### src/rtl/cfg_port_pkg.sv
package cfg_port_pkg;
  localparam logic [7:0] KEY_OPEN  = 8'h55;
  localparam logic [7:0] KEY_CLOSE = 8'hAA;
  localparam logic [7:0] IX_LDN    = 8'h07;
  localparam logic [7:0] IX_ID     = 8'h20;
  localparam logic [7:0] IX_REV    = 8'h21;
  localparam logic [7:0] IX_ACT    = 8'h30;
  localparam logic [7:0] IX_PB_HI  = 8'h60;
  localparam logic [7:0] IX_PB_LO  = 8'h61;
  localparam logic [7:0] IX_SB_HI  = 8'h62;
  localparam logic [7:0] IX_SB_LO  = 8'h63;
  localparam logic [7:0] IX_PIRQ   = 8'h70;
  localparam logic [7:0] IX_SIRQ   = 8'h72;
  localparam logic [7:0] IX_DEC0   = 8'hF0;
  localparam logic [7:0] IX_DEC1   = 8'hF1;

  typedef struct packed {
    logic        act;
    logic [15:0] pbase;
    logic [15:0] sbase;
    logic [7:0]  pirq;
    logic [7:0]  sirq;
    logic [7:0]  dec0;
    logic [7:0]  dec1;
  } bank_t;

  function automatic logic is_bank_ix(input logic [7:0] ix);
    case (ix)
      IX_ACT, IX_PB_HI, IX_PB_LO, IX_SB_HI, IX_SB_LO,
      IX_PIRQ, IX_SIRQ, IX_DEC0, IX_DEC1: return 1'b1;
      default: return 1'b0;
    endcase
  endfunction

  function automatic logic [7:0] bank_rd(input bank_t b, input logic [7:0] ix);
    case (ix)
      IX_ACT:   return {7'd0, b.act};
      IX_PB_HI: return b.pbase[15:8];
      IX_PB_LO: return b.pbase[7:0];
      IX_SB_HI: return b.sbase[15:8];
      IX_SB_LO: return b.sbase[7:0];
      IX_PIRQ:  return b.pirq;
      IX_SIRQ:  return b.sirq;
      IX_DEC0:  return b.dec0;
      IX_DEC1:  return b.dec1;
      default:  return 8'h00;
    endcase
  endfunction
endpackage

### src/rtl/cfg_key_fsm.sv
module cfg_key_fsm
  import cfg_port_pkg::*;
(
  input  logic       clk_i,
  input  logic       rst_ni,
  input  logic       idx_wr_i,
  input  logic [7:0] wdata_i,
  output logic       cfg_o
);
  typedef enum logic {ST_RUN, ST_CFG} st_e;
  st_e st_q, st_d;

  always_comb begin
    st_d = st_q;
    if (idx_wr_i) begin
      if (st_q == ST_RUN && wdata_i == KEY_OPEN)  st_d = ST_CFG;
      if (st_q == ST_CFG && wdata_i == KEY_CLOSE) st_d = ST_RUN;
    end
  end

  always_ff @(posedge clk_i or negedge rst_ni)
    if (!rst_ni) st_q <= ST_RUN;
    else         st_q <= st_d;

  assign cfg_o = (st_q == ST_CFG);

  AST_UNLOCK: assert property (@(posedge clk_i) disable iff (!rst_ni)
    (idx_wr_i && wdata_i == KEY_OPEN) |=> cfg_o);
  AST_LOCK: assert property (@(posedge clk_i) disable iff (!rst_ni)
    (idx_wr_i && cfg_o && wdata_i == KEY_CLOSE) |=> !cfg_o);
endmodule

### src/rtl/cfg_bank.sv
module cfg_bank
  import cfg_port_pkg::*;
(
  input  logic       clk_i,
  input  logic       rst_ni,
  input  logic       wr_i,
  input  logic [7:0] idx_i,
  input  logic [7:0] wdata_i,
  output bank_t      regs_o
);
  bank_t r_q;

  always_ff @(posedge clk_i or negedge rst_ni) begin
    if (!rst_ni) r_q <= '0;
    else if (wr_i) begin
      case (idx_i)
        IX_ACT:   r_q.act         <= wdata_i[0];
        IX_PB_HI: r_q.pbase[15:8] <= wdata_i;
        IX_PB_LO: r_q.pbase[7:0]  <= wdata_i;
        IX_SB_HI: r_q.sbase[15:8] <= wdata_i;
        IX_SB_LO: r_q.sbase[7:0]  <= wdata_i;
        IX_PIRQ:  r_q.pirq        <= wdata_i;
        IX_SIRQ:  r_q.sirq        <= wdata_i;
        IX_DEC0:  r_q.dec0        <= wdata_i;
        IX_DEC1:  r_q.dec1        <= wdata_i;
        default:  ;
      endcase
    end
  end

  assign regs_o = r_q;

  AST_BANK_HOLD: assert property (@(posedge clk_i) disable iff (!rst_ni)
    !wr_i |=> $stable(regs_o));
endmodule

### src/rtl/cfg_port_ctrl.sv
module cfg_port_ctrl
  import cfg_port_pkg::*;
#(
  parameter int              ADDR_W    = 16,
  parameter logic [15:0]     BASE_ADDR = 16'h03F0,
  parameter int              NUM_LDN   = 9,
  parameter logic [8:0]      DEV_MASK  = 9'h1BE,
  parameter logic [7:0]      CHIP_ID   = 8'h30,
  parameter logic [7:0]      CHIP_REV  = 8'h01
) (
  input  logic                  clk_i,
  input  logic                  rst_ni,
  input  logic                  io_wr_i,
  input  logic                  io_rd_i,
  input  logic [ADDR_W-1:0]     io_addr_i,
  input  logic [7:0]            io_wdata_i,
  output logic [7:0]            io_rdata_o,
  output logic [NUM_LDN-1:0]    dev_en_o,
  output logic [NUM_LDN*16-1:0] pri_base_o,
  output logic [NUM_LDN*16-1:0] sec_base_o,
  output logic [NUM_LDN*8-1:0]  pri_irq_o,
  output logic [NUM_LDN*8-1:0]  sec_irq_o,
  output logic [NUM_LDN*8-1:0]  dec0_o,
  output logic [NUM_LDN*8-1:0]  dec1_o
);
  localparam logic [ADDR_W-1:0] IDX_PORT = ADDR_W'(BASE_ADDR);
  localparam logic [ADDR_W-1:0] DAT_PORT = ADDR_W'(BASE_ADDR + 16'd1);

  logic       cfg;
  logic       hit_idx, hit_dat;
  logic [7:0] idx_q, ldn_q;
  logic       bank_wr;
  bank_t      regs [NUM_LDN];
  bank_t      sel_regs;
  logic [7:0] reg_rd;

  assign hit_idx = (io_addr_i == IDX_PORT);
  assign hit_dat = (io_addr_i == DAT_PORT);

  cfg_key_fsm u_fsm (
    .clk_i    (clk_i),
    .rst_ni   (rst_ni),
    .idx_wr_i (io_wr_i && hit_idx),
    .wdata_i  (io_wdata_i),
    .cfg_o    (cfg)
  );

  // keys never land in the index register
  always_ff @(posedge clk_i or negedge rst_ni) begin
    if (!rst_ni) begin
      idx_q <= 8'h00;
      ldn_q <= 8'h00;
    end else if (cfg && io_wr_i) begin
      if (hit_idx && io_wdata_i != KEY_OPEN && io_wdata_i != KEY_CLOSE)
        idx_q <= io_wdata_i;
      if (hit_dat && idx_q == IX_LDN)
        ldn_q <= io_wdata_i;
    end
  end

  assign bank_wr = cfg && io_wr_i && hit_dat && is_bank_ix(idx_q);

  for (genvar g = 0; g < NUM_LDN; g++) begin : g_bank
    if (DEV_MASK[g]) begin : g_real
      cfg_bank u_bank (
        .clk_i   (clk_i),
        .rst_ni  (rst_ni),
        .wr_i    (bank_wr && ldn_q == 8'(g)),
        .idx_i   (idx_q),
        .wdata_i (io_wdata_i),
        .regs_o  (regs[g])
      );
    end else begin : g_none
      assign regs[g] = '0;
    end
    assign dev_en_o[g]            = regs[g].act;
    assign pri_base_o[g*16 +: 16] = regs[g].pbase;
    assign sec_base_o[g*16 +: 16] = regs[g].sbase;
    assign pri_irq_o[g*8 +: 8]    = regs[g].pirq;
    assign sec_irq_o[g*8 +: 8]    = regs[g].sirq;
    assign dec0_o[g*8 +: 8]       = regs[g].dec0;
    assign dec1_o[g*8 +: 8]       = regs[g].dec1;
  end

  always_comb begin
    sel_regs = '0;
    for (int i = 0; i < NUM_LDN; i++)
      if (ldn_q == 8'(i)) sel_regs = regs[i];
  end

  always_comb begin
    case (idx_q)
      IX_LDN:  reg_rd = ldn_q;
      IX_ID:   reg_rd = CHIP_ID;
      IX_REV:  reg_rd = CHIP_REV;
      default: reg_rd = bank_rd(sel_regs, idx_q);
    endcase
  end

  always_comb begin
    io_rdata_o = 8'h00;
    if (io_rd_i) begin
      if (hit_idx)      io_rdata_o = cfg ? idx_q  : 8'hFF;
      else if (hit_dat) io_rdata_o = cfg ? reg_rd : 8'hFF;
    end
  end

  AST_RUN_READ_FF: assert property (@(posedge clk_i) disable iff (!rst_ni)
    (io_rd_i && hit_dat && !cfg) |-> io_rdata_o == 8'hFF);
  AST_ID_READ: assert property (@(posedge clk_i) disable iff (!rst_ni)
    (io_rd_i && hit_dat && cfg && idx_q == IX_ID) |-> io_rdata_o == CHIP_ID);
  AST_IDLE_READ_ZERO: assert property (@(posedge clk_i) disable iff (!rst_ni)
    !io_rd_i |-> io_rdata_o == 8'h00);
  AST_RUN_NO_OUT_CHANGE: assert property (@(posedge clk_i) disable iff (!rst_ni)
    (!cfg && !$past(cfg)) |-> $stable(dev_en_o));
endmodule

### config.mk
export PLATFORM = sky130hd
export DESIGN_NAME = cfg_port_ctrl
export DESIGN_NICKNAME = d
export VERILOG_FILES = /design/src/rtl/cfg_port_pkg.sv /design/src/rtl/cfg_key_fsm.sv /design/src/rtl/cfg_bank.sv /design/src/rtl/cfg_port_ctrl.sv
export SDC_FILE = /design/constraint.sdc
export NUM_CORES = 1
export LEC_CHECK = 0
export BUFFER_PORTS_ARGS = -buffer_cell sky130_fd_sc_hd__buf_2
export CAP_MARGIN = 20
export CORE_AREA = 2 2 240 242
export DETAILED_ROUTE_END_ITERATION = 8
export DIE_AREA = 0 0 242 244
export GPL_TIMING_DRIVEN = 0
export MAX_ROUTING_LAYER = met4
export PLACE_DENSITY = 0.7
export SLEW_MARGIN = 5
export SYNTH_ARGS = -nofsm -noshare
export SYNTH_HDL_FRONTEND = slang
export SYNTH_HIERARCHICAL = 1
export SYNTH_SLANG_ARGS = --single-unit
### constraint.sdc
create_clock -name clk_i -period 7.85 [get_ports clk_i]
set_clock_uncertainty 0.05 [all_clocks]
set_input_delay 1.57 -clock clk_i [delete_from_list [all_inputs] [get_ports clk_i]]
set_output_delay 1.57 -clock clk_i [all_outputs]
set_load 0.02 [all_outputs]
==> impl_metrics.toml, run 1 <==
[clock_tree]
cts-root-buf = "clkbuf_16"
numCtsBuffers = 50
clockBufferDepth = 3
post_cts_buffers = 0
clk_pin_slew_worst_paths_ns = 0.07
clock-sinks = 472
clkLatencyLatePin_ns = 0.65
ctsResizeCount = 0
htree_levels = 2
hold_buffers = 0
cts_tree = "yes"

[logic_synthesis]
synth-main-ff-cell = "dfrtp_1"
async_flop_share_pct = 100
netlist-cell-type-count = 81
synth_top_family_by_area = "multiplexers"
synth_edf_count = 0
synthAdderAreaFrac_pct = 0
yosysMostFrequentCell = "mux2_2"
synth_compound_area_share_pct = 10.6
synth_xor_xnor_area_share_pct = 0
synth.area.top_cells = "dfrtp_1 (48%), mux2_2 (23%), buf_4 (4.1%)"
ys_ff_latch = 472
synth.avg_cell_area_um2 = 12.1
syn_inst = 2047
synth_common_cells = "mux2_2 (504), dfrtp_1 (472), buf_4 (136), nor2_1 (98), o21ai_0 (85)"
ys_warn_count = 6
synthSimpleGateAreaFrac_pct = 11.0
yosysTopAreaCell = "dfrtp_1"
synth_seq_area_share_pct = 47.5
synth.area.mux_share_pct = 24.1
synth.cell_area_um2 = 24900
synth_top_area_share_pct = 47.5

[detailed_routing]
drtIter0Drc = 2947
vias = 22316
detail-route-antenna-nets = 0
routedWlPerCell_um = 34.4
drt_first_pass_iters = 6
finalWirelength_um = 121000
avgViaCountPerCell = 6.33
drc = 0

[outcome]
status = "finished clean"

[global_route]
grt_max_degree = 118
grt-ovfl-total = 0
grt_usage_pct = 41.1
antenna_found_initial = 6
grt_pass1_wl_um = 167000
first_global_vias = 21463

[worst_setup_path]
worstRegToRegCells = 11
reg2reg_slack_ns = 3.39
critical_path_class = "reg2out"
crit_arrival_ns = 5.27
cp-start-kind = "flip-flop"
required_ns = 6.23
crit_path_max_fanout = 10
end_kind = "output pin"

[finish]
drive_gt1_share_pct = 49.7
multi_input_area_um2 = 11800
syn_to_final_growth_pct = 23.4
n_fill_cell = 4986
nets = 2758
stdcell_area_um2 = 30700
ff_latch_area_um2 = 11800

[floorplan]
rows = 87
die-area_um2 = 59000
die_width_um = 242
die_h_um = 244
initial_utilization_pct = 44.2
io_pins = 621
coreArea_um2 = 56200

[power_and_ir_drop]
clkPwrFrac_pct = 47.0
combPwrFrac_pct = 4.7
p_int_uw = 3830
power_density_nw_per_um2 = 164
p_total_uw = 5040
switching_share_pct = 23.9
vdd.ir_drop.worst_uv = 160
seqPwrFrac_pct = 48.3
switching_power_uw = 1200
power.leakage_uw = 0.0160

[sta]
max_slew_margin_pct = 14.8
drv_slew = 0
finalCritPeriodShare_pct = 87.8
setup_viol = 0
rsz0062_at_grt = "no"
whs_ns = 0.478
fmax_ghz = 0.145
layout_min_cycle_time_ns = 6.89
final.setup.tns_ns = 0
tightest_slew_ns = 1.28
hold_viol = 0

[placement]
post_dp_cell_area_um2 = 29000
place_hpwl_um = 90500
gp_congestion = 1.01
port_buffers = 490

[hold_path]
hold_class = "reg2reg"
min_path_cells = 1

[run]
maxCapViolCount = 0
## metal layers
metal / up-vias / GRT usage, % / part of all wire, % / routed length, um
li1: 8822 / - / - / -
met3: 374 / 10.8 / 11 / 12900
met1: 11534 / 51.4 / 38 / 46600
met4: 0 / 21.1 / 6.1 / 7440
met5: - / - / 0 / 0
met2: 1586 / 61.5 / 45 / 54400
## cell families (layout without fill, tap and decap cells)
group	Yosys count	count (layout)
AND/OR/NAND/NOR	394	394
flip-flops	472	472
AO/OA/AOI/OAI	390	390
buffers and inverters	259	845
other	1	135
multiplexers	531	531
## state kept, by name (all words and copies together), names as in the netlist
register,count
g_bank.g_real.u_bank/regs_o,455
idx_q,8
ldn_q,8
u_fsm/cfg_o,1
## cell usage in the layout (no fill, tap or decap), drive strengths merged, types with 23 or more instances in the layout
| master | count |
|---|---|
| a21oi | 61 |
| nand2 | 51 |
| nand3 | 51 |
| dfrtp | 472 |
| clkbuf | 134 |
| conb | 130 |
| nor4 | 32 |
| nor2 | 100 |
| a22oi | 49 |
| buf | 697 |
| mux2 | 511 |
| nor3 | 23 |
| o21ai | 87 |
| o22ai | 43 |
## layout make-up
| class | count | share of cell area [%] |
|---|---|---|
| Clock inverter | 10 | 0.482 |
| Inverter | 4 | 0.0490 |
| Timing Repair Buffer | 502 | 9.02 |
| Clock buffer | 74 | 4.71 |
| Tap cell | 756 | 3.09 |
| Buffer | 255 | 5.46 |
| Antenna cell | 5 | 0.0408 |
| Sequential cell | 472 | 38.6 |
| Multi-Input combinational cell | 1445 | 38.6 |
## metrics by stage
stage | std cells | worst slack [ns] | util (%)
2_1_floorplan | 2176 | 2.76 | -
3_3_place_gp | 3422 | -4.20 | 51.2
3_5_place_dp | 3433 | 1.90 | 51.7
4_1_cts | 3517 | 1.22 | 54.5
5_1_grt | 3523 | 1.03 | 54.6
6_report | 3523 | 0.957 | 54.6
## power by group through the flow
stage	registers, uW	logic, uW	clock network [uW]
after global placement	2480	216	0
after global routing	2430	253	2460
after detailed placement	2480	232	0
final	2430	237	2370
after floorplan	2480	109	0
after CTS	2430	232	2370
## final timing paths
check	startpoint	endpoint
max	ldn_q[1]$_DFFE_PN0P_	io_rdata_o[1]
min	g_bank[2].g_real.u_bank/regs_o[15]$_DFFE_PN0P_	g_bank[2].g_real.u_bank/regs_o[15]$_DFFE_PN0P_
max reg2reg	idx_q[1]$_DFFE_PN0P_	g_bank[4].g_real.u_bank/regs_o[9]$_DFFE_PN0P_
min reg2reg	g_bank[2].g_real.u_bank/regs_o[15]$_DFFE_PN0P_	g_bank[2].g_real.u_bank/regs_o[15]$_DFFE_PN0P_
max in group asynchronous	rst_ni	g_bank[2].g_real.u_bank/regs_o[14]$_DFFE_PN0P_
min in group asynchronous	rst_ni	g_bank[8].g_real.u_bank/regs_o[24]$_DFFE_PN0P_
## worst max-delay path, cell delays in order, from the launching register on
cell,delay (ns)
dfrtp_1,0.32
buf_2,0.20
buf_2,0.25
buf_1,0.64
buf_1,0.90
a22oi_1,0.21
o22ai_1,0.27
o21ai_0,0.25
a31oi_1,0.57
nor3_1,0.29
a31oi_1,0.44
buf_2,0.25
Power figures use the tool's default switching activity.
==> run 2, diff against run 1 <==
Settings changed: SYNTH_HIERARCHICAL 1 to default.
==> run 2 against run 1 <==
  * The run now ends with setup timing left
  * Largest power group is now the clock network
  * Count of clock-buffer cells in the layout is 3 higher
  * Core utilization up 0.56 points
  * Non-clock buffer count up 29
  * Setup slack worse by 1.1 ns
  * Via count down 1.2%
  * Hold slack worse by 0.0049 ns
  * Sequential share of layout area shrank 0.41 points
  * Clock power grew 4%
  * Synthesized cell count is 5.1% lower
  * Critical path depth is 1 higher
==> impl_metrics.toml, run 2 <==
[placement]
port_buffers = 490
place_hpwl_um = 102000
gp_congestion = 1.05

[worst_setup_path]
timing.rr.start = "ldn_q[0]$_DFFE_PN0P_"
slowest_delay_ns = 0.90
cpMostUsedCell = "clkbuf_1"
crit_arrival_ns = 6.39
rr_endpoint = "g_bank[8].g_real.u_bank.regs_o[45]$_DFFE_PN0P_"
end_kind = "output pin"
required_ns = 6.23
cp-start-kind = "flip-flop"
crit_path_max_fanout = 10
cp_cell_sequence = "clkbuf_1 -> clkdlybuf4s15_1 -> clkbuf_1 -> clkbuf_2 -> clkbuf_1 -> a22oi_1 -> o22ai_1 -> o2111ai_1 -> o41ai_1 -> nor3_1 -> a31oi_1 -> buf_2"
worstRegToRegCells = 9
critPathSlowestCell = "clkdlybuf4s15_1"
cp-startpoint = "ldn_q[0]$_DFFE_PN0P_"
reg2reg_slack_ns = 3.26
critical_path_class = "reg2out"

[detailed_routing]
drt_first_pass_iters = 8
finalWirelength_um = 135000
detail-route-antenna-nets = 0
drc = 0
avgViaCountPerCell = 6.39
vias = 22059
drtIter0Drc = 3102
routedWlPerCell_um = 39.1

[logic_synthesis]
yosysMostFrequentCell = "dfrtp_1"
synth.area.top_cells = "dfrtp_1 (47%), mux2_4 (15%), mux2_2 (11%)"
netlist-cell-type-count = 76
syn_inst = 1942
synth_seq_area_share_pct = 47.4
synth_edf_count = 0
yosysTopAreaCell = "dfrtp_1"
async_flop_share_pct = 100
synth.cell_area_um2 = 24900
ys_warn_count = 0
synth_common_cells = "dfrtp_1 (472), mux2_4 (256), mux2_2 (237), buf_4 (130), clkbuf_1 (104)"
ys_ff_latch = 472
synth-main-ff-cell = "dfrtp_1"
synth.avg_cell_area_um2 = 12.8
synth_top_area_share_pct = 47.4

[power_and_ir_drop]
power.leakage_uw = 0.0165
power_density_nw_per_um2 = 168
vdd.ir_drop.worst_uv = 163

[clock_tree]
ctsResizeCount = 0
cts-root-buf = "clkbuf_16"
cts_tree = "yes"
post_cts_buffers = 0
hold_buffers = 0
clk_pin_slew_worst_paths_ns = 0.06
htree_levels = 2
clock-sinks = 472
clockBufferDepth = 3
numCtsBuffers = 52
clkLatencyLatePin_ns = 0.64

[floorplan]
io_pins = 621
die_width_um = 242
rows = 87
coreArea_um2 = 56200
die-area_um2 = 59000
die_h_um = 244
initial_utilization_pct = 44.3

[global_route]
grt_pass1_wl_um = 181000
grt_max_degree = 103
first_global_vias = 21338
grt_usage_pct = 45.8
antenna_found_initial = 11
grt-ovfl-total = 0

[sta]
layout_min_cycle_time_ns = 8.01
fin_ws_ns = -0.164
rsz0062_at_grt = "no"
fmax_ghz = 0.125
whs_ns = 0.473
finalCritPeriodShare_pct = 102
drv_slew = 0
setup_viol = 2
tightest_slew_ns = 1.35
hold_viol = 0
max_slew_margin_pct = 10.1

[outcome]
status = "complete, but fails checks"
violations = "setup timing"

[finish]
syn_to_final_growth_pct = 24.3
final_common_cell = "buf_2"
finish.utilization_pct = 55.1
final_cell_mix = "buf_2 (499), dfrtp_1 (472), mux2_4 (256), mux2_2 (237), buf_4 (131)"
drive_gt1_share_pct = 48.9
nets = 2674
largest_register_ffs = 455
n_fill_cell = 4945

[hold_path]
hold_path.startpoint = "g_bank[3].g_real.u_bank.regs_o[42]$_DFFE_PN0P_"
hold_class = "reg2reg"
min_path_cells = 1
holdPathEnd = "g_bank[3].g_real.u_bank.regs_o[42]$_DFFE_PN0P_"

[run]
maxCapViolCount = 0
run 2: changes by cell type in the layout (fill, tap and decap cells not counted), sizes merged, moves of 10 or more:
cell,previous run,this run
nor4,32,9
o21ai,87,58
nand2,51,83
nor2,100,120
o21a,20,2
a221oi,15,25
mux2,511,497
clkbuf,134,182
a22oi,49,63
nand4,19,5
buf,697,679
a222oi,5,20
o22ai,43,24
nand3,51,16
run 2: kinds of logic after synthesis:
group	synth area share, %
DFF	47.4
muxes	26.8
buffers and inverters	6.27
AOI/OAI and AO/OA	10.4
and+or+nand+nor	9.03
other	0.0151
run 2: final cells by class:
type | count | area [um2] | area share [%]
tap | 756 | 946 | 3.05
inverter | 10 | 37.5 | 0.121
clock buffer | 77 | 1480 | 4.76
sequential | 472 | 11800 | 38.1
timing repair buffer | 521 | 2930 | 9.45
multi-input combinational | 1324 | 12000 | 38.9
antenna | 10 | 25.0 | 0.0808
buffer | 265 | 1530 | 4.95
clock inverter | 16 | 175 | 0.566
run 2: through the flow:
| stage | instance area (um2) | TNS, ns | power (uW) | cells | worst slack [ns] |
|---|---|---|---|---|---|
| floorplan | 25400 | 0 | 2610 | 2071 | 3.33 |
| global placement | 28800 | -2036.43 | 2740 | 3317 | -4.39 |
| detailed placement | 29200 | 0 | 2760 | 3344 | 0.693 |
| CTS | 30900 | 0 | 5170 | 3437 | 0.00946 |
| global route | 31000 | 0 | 5290 | 3448 | 0.0679 |
| finish | 31000 | -0.188 | 5200 | 3451 | -0.164 |
run 2: power breakdown:
group	switching, uW	internal, uW
registers	0.0000308	2430
clock network	1070	1390
logic	227	73.0
total	1300	3900
run 2: critical path, delay by kind of cell, from the launching register on:
family | cells | cell delay, ns
flip-flops | 1 | 0.36
AO/OA/AOI/OAI | 5 | 1.52
buffers and inverters | 6 | 3.69
AND/OR/NAND/NOR | 1 | 0.15
run 2: how the worst max path moves through the flow:
| stage | end | cells after the start |
|---|---|---|
| final | io_rdata_o[2] | 12 |
| after global routing | io_rdata_o[0] | 12 |
| after CTS | io_rdata_o[2] | 12 |
| after detailed placement | io_rdata_o[2] | 12 |
| after global placement | g_bank[3].g_real.u_bank.regs_o[53]$_DFFE_PN0P_ | 1 |
| after floorplan | io_rdata_o[2] | 5 |
run 2: routing by layer:
layer / wire length [um] / vias to the layer above / share of wire, % / track usage [%]
met5: 0 / - / 0 / -
met3: 16800 / 458 / 12 / 14.2
met2: 59200 / 1979 / 44 / 67.3
met4: 9270 / 0 / 6.9 / 25.8
li1: - / 8365 / - / -
met1: 49600 / 11257 / 37 / 56.0
==> run 3, diff against run 2 <==
Settings changed: BUFFER_PORTS_ARGS -buffer_cell sky130_fd_sc_hd__buf_2 to default, DONT_BUFFER_PORTS from default to 1, PLACE_DENSITY 0.7 to 0.61.
==> run 3 against run 2 <==
  * Largest cell class unchanged
  * The flow still finishes with violations (setup timing)
  * Maximum frequency rose by 0.99%
  * Combinational power fell by 22%
  * Clock power barely moved
  * Non-clock buffer count fell by 494
  * Global-route usage barely moved
  * Count of clock-buffer cells in the layout fell by 6
  * Critical path depth fell by 2
  * Total power fell by 0.93%
  * Largest power group unchanged
  * Via count fell by 10%
  * Hold slack improved by 0.061 ns
  * Critical endpoint is now io_rdata_o[3]
  * Sequential cell count did not move
  * Highest routed layer unchanged
  * First-iteration DRC count fell by 8.6%
==> impl_metrics.toml, run 3 (synthesis gave the netlist of run 2 again) <==
[sta]
whs_ns = 0.535
finalCritPeriodShare_pct = 101
tightest_slew_ns = 1.37
rsz0062_at_grt = "no"
hold_viol = 0
fmax_ghz = 0.126
setup_viol = 2
max_slew_margin_pct = 8.78
drv_slew = 0
fin_ws_ns = -0.0848
layout_min_cycle_time_ns = 7.93
final.setup.tns_ns = -0.121

[detailed_routing]
routedWlPerCell_um = 45.5
vias = 19827
drtIter0Drc = 2834
finalWirelength_um = 134000
avgViaCountPerCell = 6.72
drt_first_pass_iters = 8
drc = 0
detail-route-antenna-nets = 0

[worst_setup_path]
critPathSlowestCell = "clkbuf_1"
cp_cell_sequence = "nor4_1 -> clkbuf_1 -> nand2_1 -> nor3_2 -> clkbuf_1 -> a221oi_1 -> nor3_1 -> a2111oi_0 -> buf_1 -> a31oi_1"
end_kind = "output pin"
slowest_delay_ns = 1.01
crit_arrival_ns = 6.31
cpMostUsedCell = "clkbuf_1"
required_ns = 6.23
crit_path_max_fanout = 10
cp-start-kind = "flip-flop"
critical_path_class = "reg2out"

[power_and_ir_drop]
power_density_nw_per_um2 = 181
vdd.ir_drop.worst_uv = 153
power.leakage_uw = 0.0137

[clock_tree]
cts_tree = "yes"
htree_levels = 2
clock-sinks = 472
clk_pin_slew_worst_paths_ns = 0.07
post_cts_buffers = 0
numCtsBuffers = 50
clkLatencyLatePin_ns = 0.64
cts-root-buf = "clkbuf_16"
clockBufferDepth = 3

[hold_path]
hold_class = "reg2reg"

[placement]
place_hpwl_um = 101000
post-place-ws_ns = 0.505
gp_congestion = 1.02
dp.cells = 2850
port_buffers = 0

[floorplan]
die_width_um = 242
die_h_um = 244
die-area_um2 = 59000
coreArea_um2 = 56200
initial_utilization_pct = 44.3
rows = 87
io_pins = 621

[global_route]
grt_max_degree = 473
first_global_vias = 18999
grt-ovfl-total = 0
grt_pass1_wl_um = 178000
grt_usage_pct = 45.7
antenna_found_initial = 13

[run]
maxCapViolCount = 0

[finish]
drive_gt1_share_pct = 37.8
nets = 2178
largest_register_ffs = 455
syn_to_final_growth_pct = 14.1
final_cell_mix = "dfrtp_1 (472), mux2_4 (256), mux2_2 (237), buf_4 (130), conb_1 (130)"
finalNonFillerCells = 2952
final_common_cell = "dfrtp_1"

[outcome]
violations = "setup timing"
status = "complete, but fails checks"
==> run 3: cell count changes in the layout (fill, tap and decap cells not counted), sizes merged, moves of 2 or more <==
cell	previous run	this run
clkbuf	182	177
clkinv	10	16
buf	679	186
clkinvlp	2	0
diode	10	6
==> run 3: worst max-delay path: cells and delay by family, from the launching register on <==
kind	cells	cell delay (ns)
buffers and inverters	3	1.62
flip-flops	1	0.46
AO/OA/AOI/OAI	3	1.26
AND/OR/NAND/NOR	4	2.35
==> run 3: report_power, final <==
part           internal [uW]  switching (uW)  total (uW)
logic                   63.7             170         234
clock network           1400            1090        2490
registers               2430       0.0000290        2430
total                   3890            1260        5150
==> run 3: routing by layer <==
layer  up-vias  global-route usage (%)  part of all wire [%]
met5         -                       -                     0
met4         0                    24.4                   6.9
met3       429                    18.7                    13
met2      1769                    68.1                    44
met1     10247                    52.8                    36
li1       7382                       -                     -
==> run 3: final cells by class <==
type / count / area [um2]
flip-flops and latches: 472 / 11800
inverters: 10 / 37.5
plain buffers: 265 / 1530
multi-input cells: 1324 / 12000
clock inverters: 21 / 235
repair buffers: 27 / 354
diodes: 6 / 15.0
well taps: 756 / 946
fillers: 5044 / 27800
clock buffers: 71 / 1450
==> run 3: timing repair <==
| action | CTS | global route |
|---|---|---|
| gates resized for setup | 2 | 1 |
| gates cloned | 0 | 0 |
| hold buffers | 0 | 0 |
| endpoints found under the setup margin | 3 | 1 |
==> run 3: through the flow <==
stage / area [um2] / util, % / total power, uW
3_5_place_dp: 26700 / 47.5 / 2690
5_1_grt: 28400 / 50.6 / 5250
2_1_floorplan: 25400 / - / 2610
6_report: 28400 / 50.6 / 5150
3_3_place_gp: 26300 / 46.9 / 2680
4_1_cts: 28400 / 50.5 / 5130
==> run 3: path summary, 6_finish.rpt <==
| path | start | to | slack, ns | cells after the start |
|---|---|---|---|---|
| worst min-delay path | ldn_q[7]$_DFFE_PN0P_ | ldn_q[7]$_DFFE_PN0P_ | 0.53 | 1 |
| min in group asynchronous | rst_ni | g_bank[2].g_real.u_bank.regs_o[5]$_DFFE_PN0P_ | 0.59 | 0 |
| max in group asynchronous | rst_ni | idx_q[4]$_DFFE_PN0P_ | 6.07 | 0 |
| worst max-delay path | ldn_q[5]$_DFFE_PN0P_ | io_rdata_o[3] | -0.08 | 10 |
| worst min register to register | ldn_q[7]$_DFFE_PN0P_ | ldn_q[7]$_DFFE_PN0P_ | 0.53 | 1 |
| worst max register to register | ldn_q[0]$_DFFE_PN0P_ | g_bank[8].g_real.u_bank.regs_o[31]$_DFFE_PN0P_ | 3.22 | 8 |
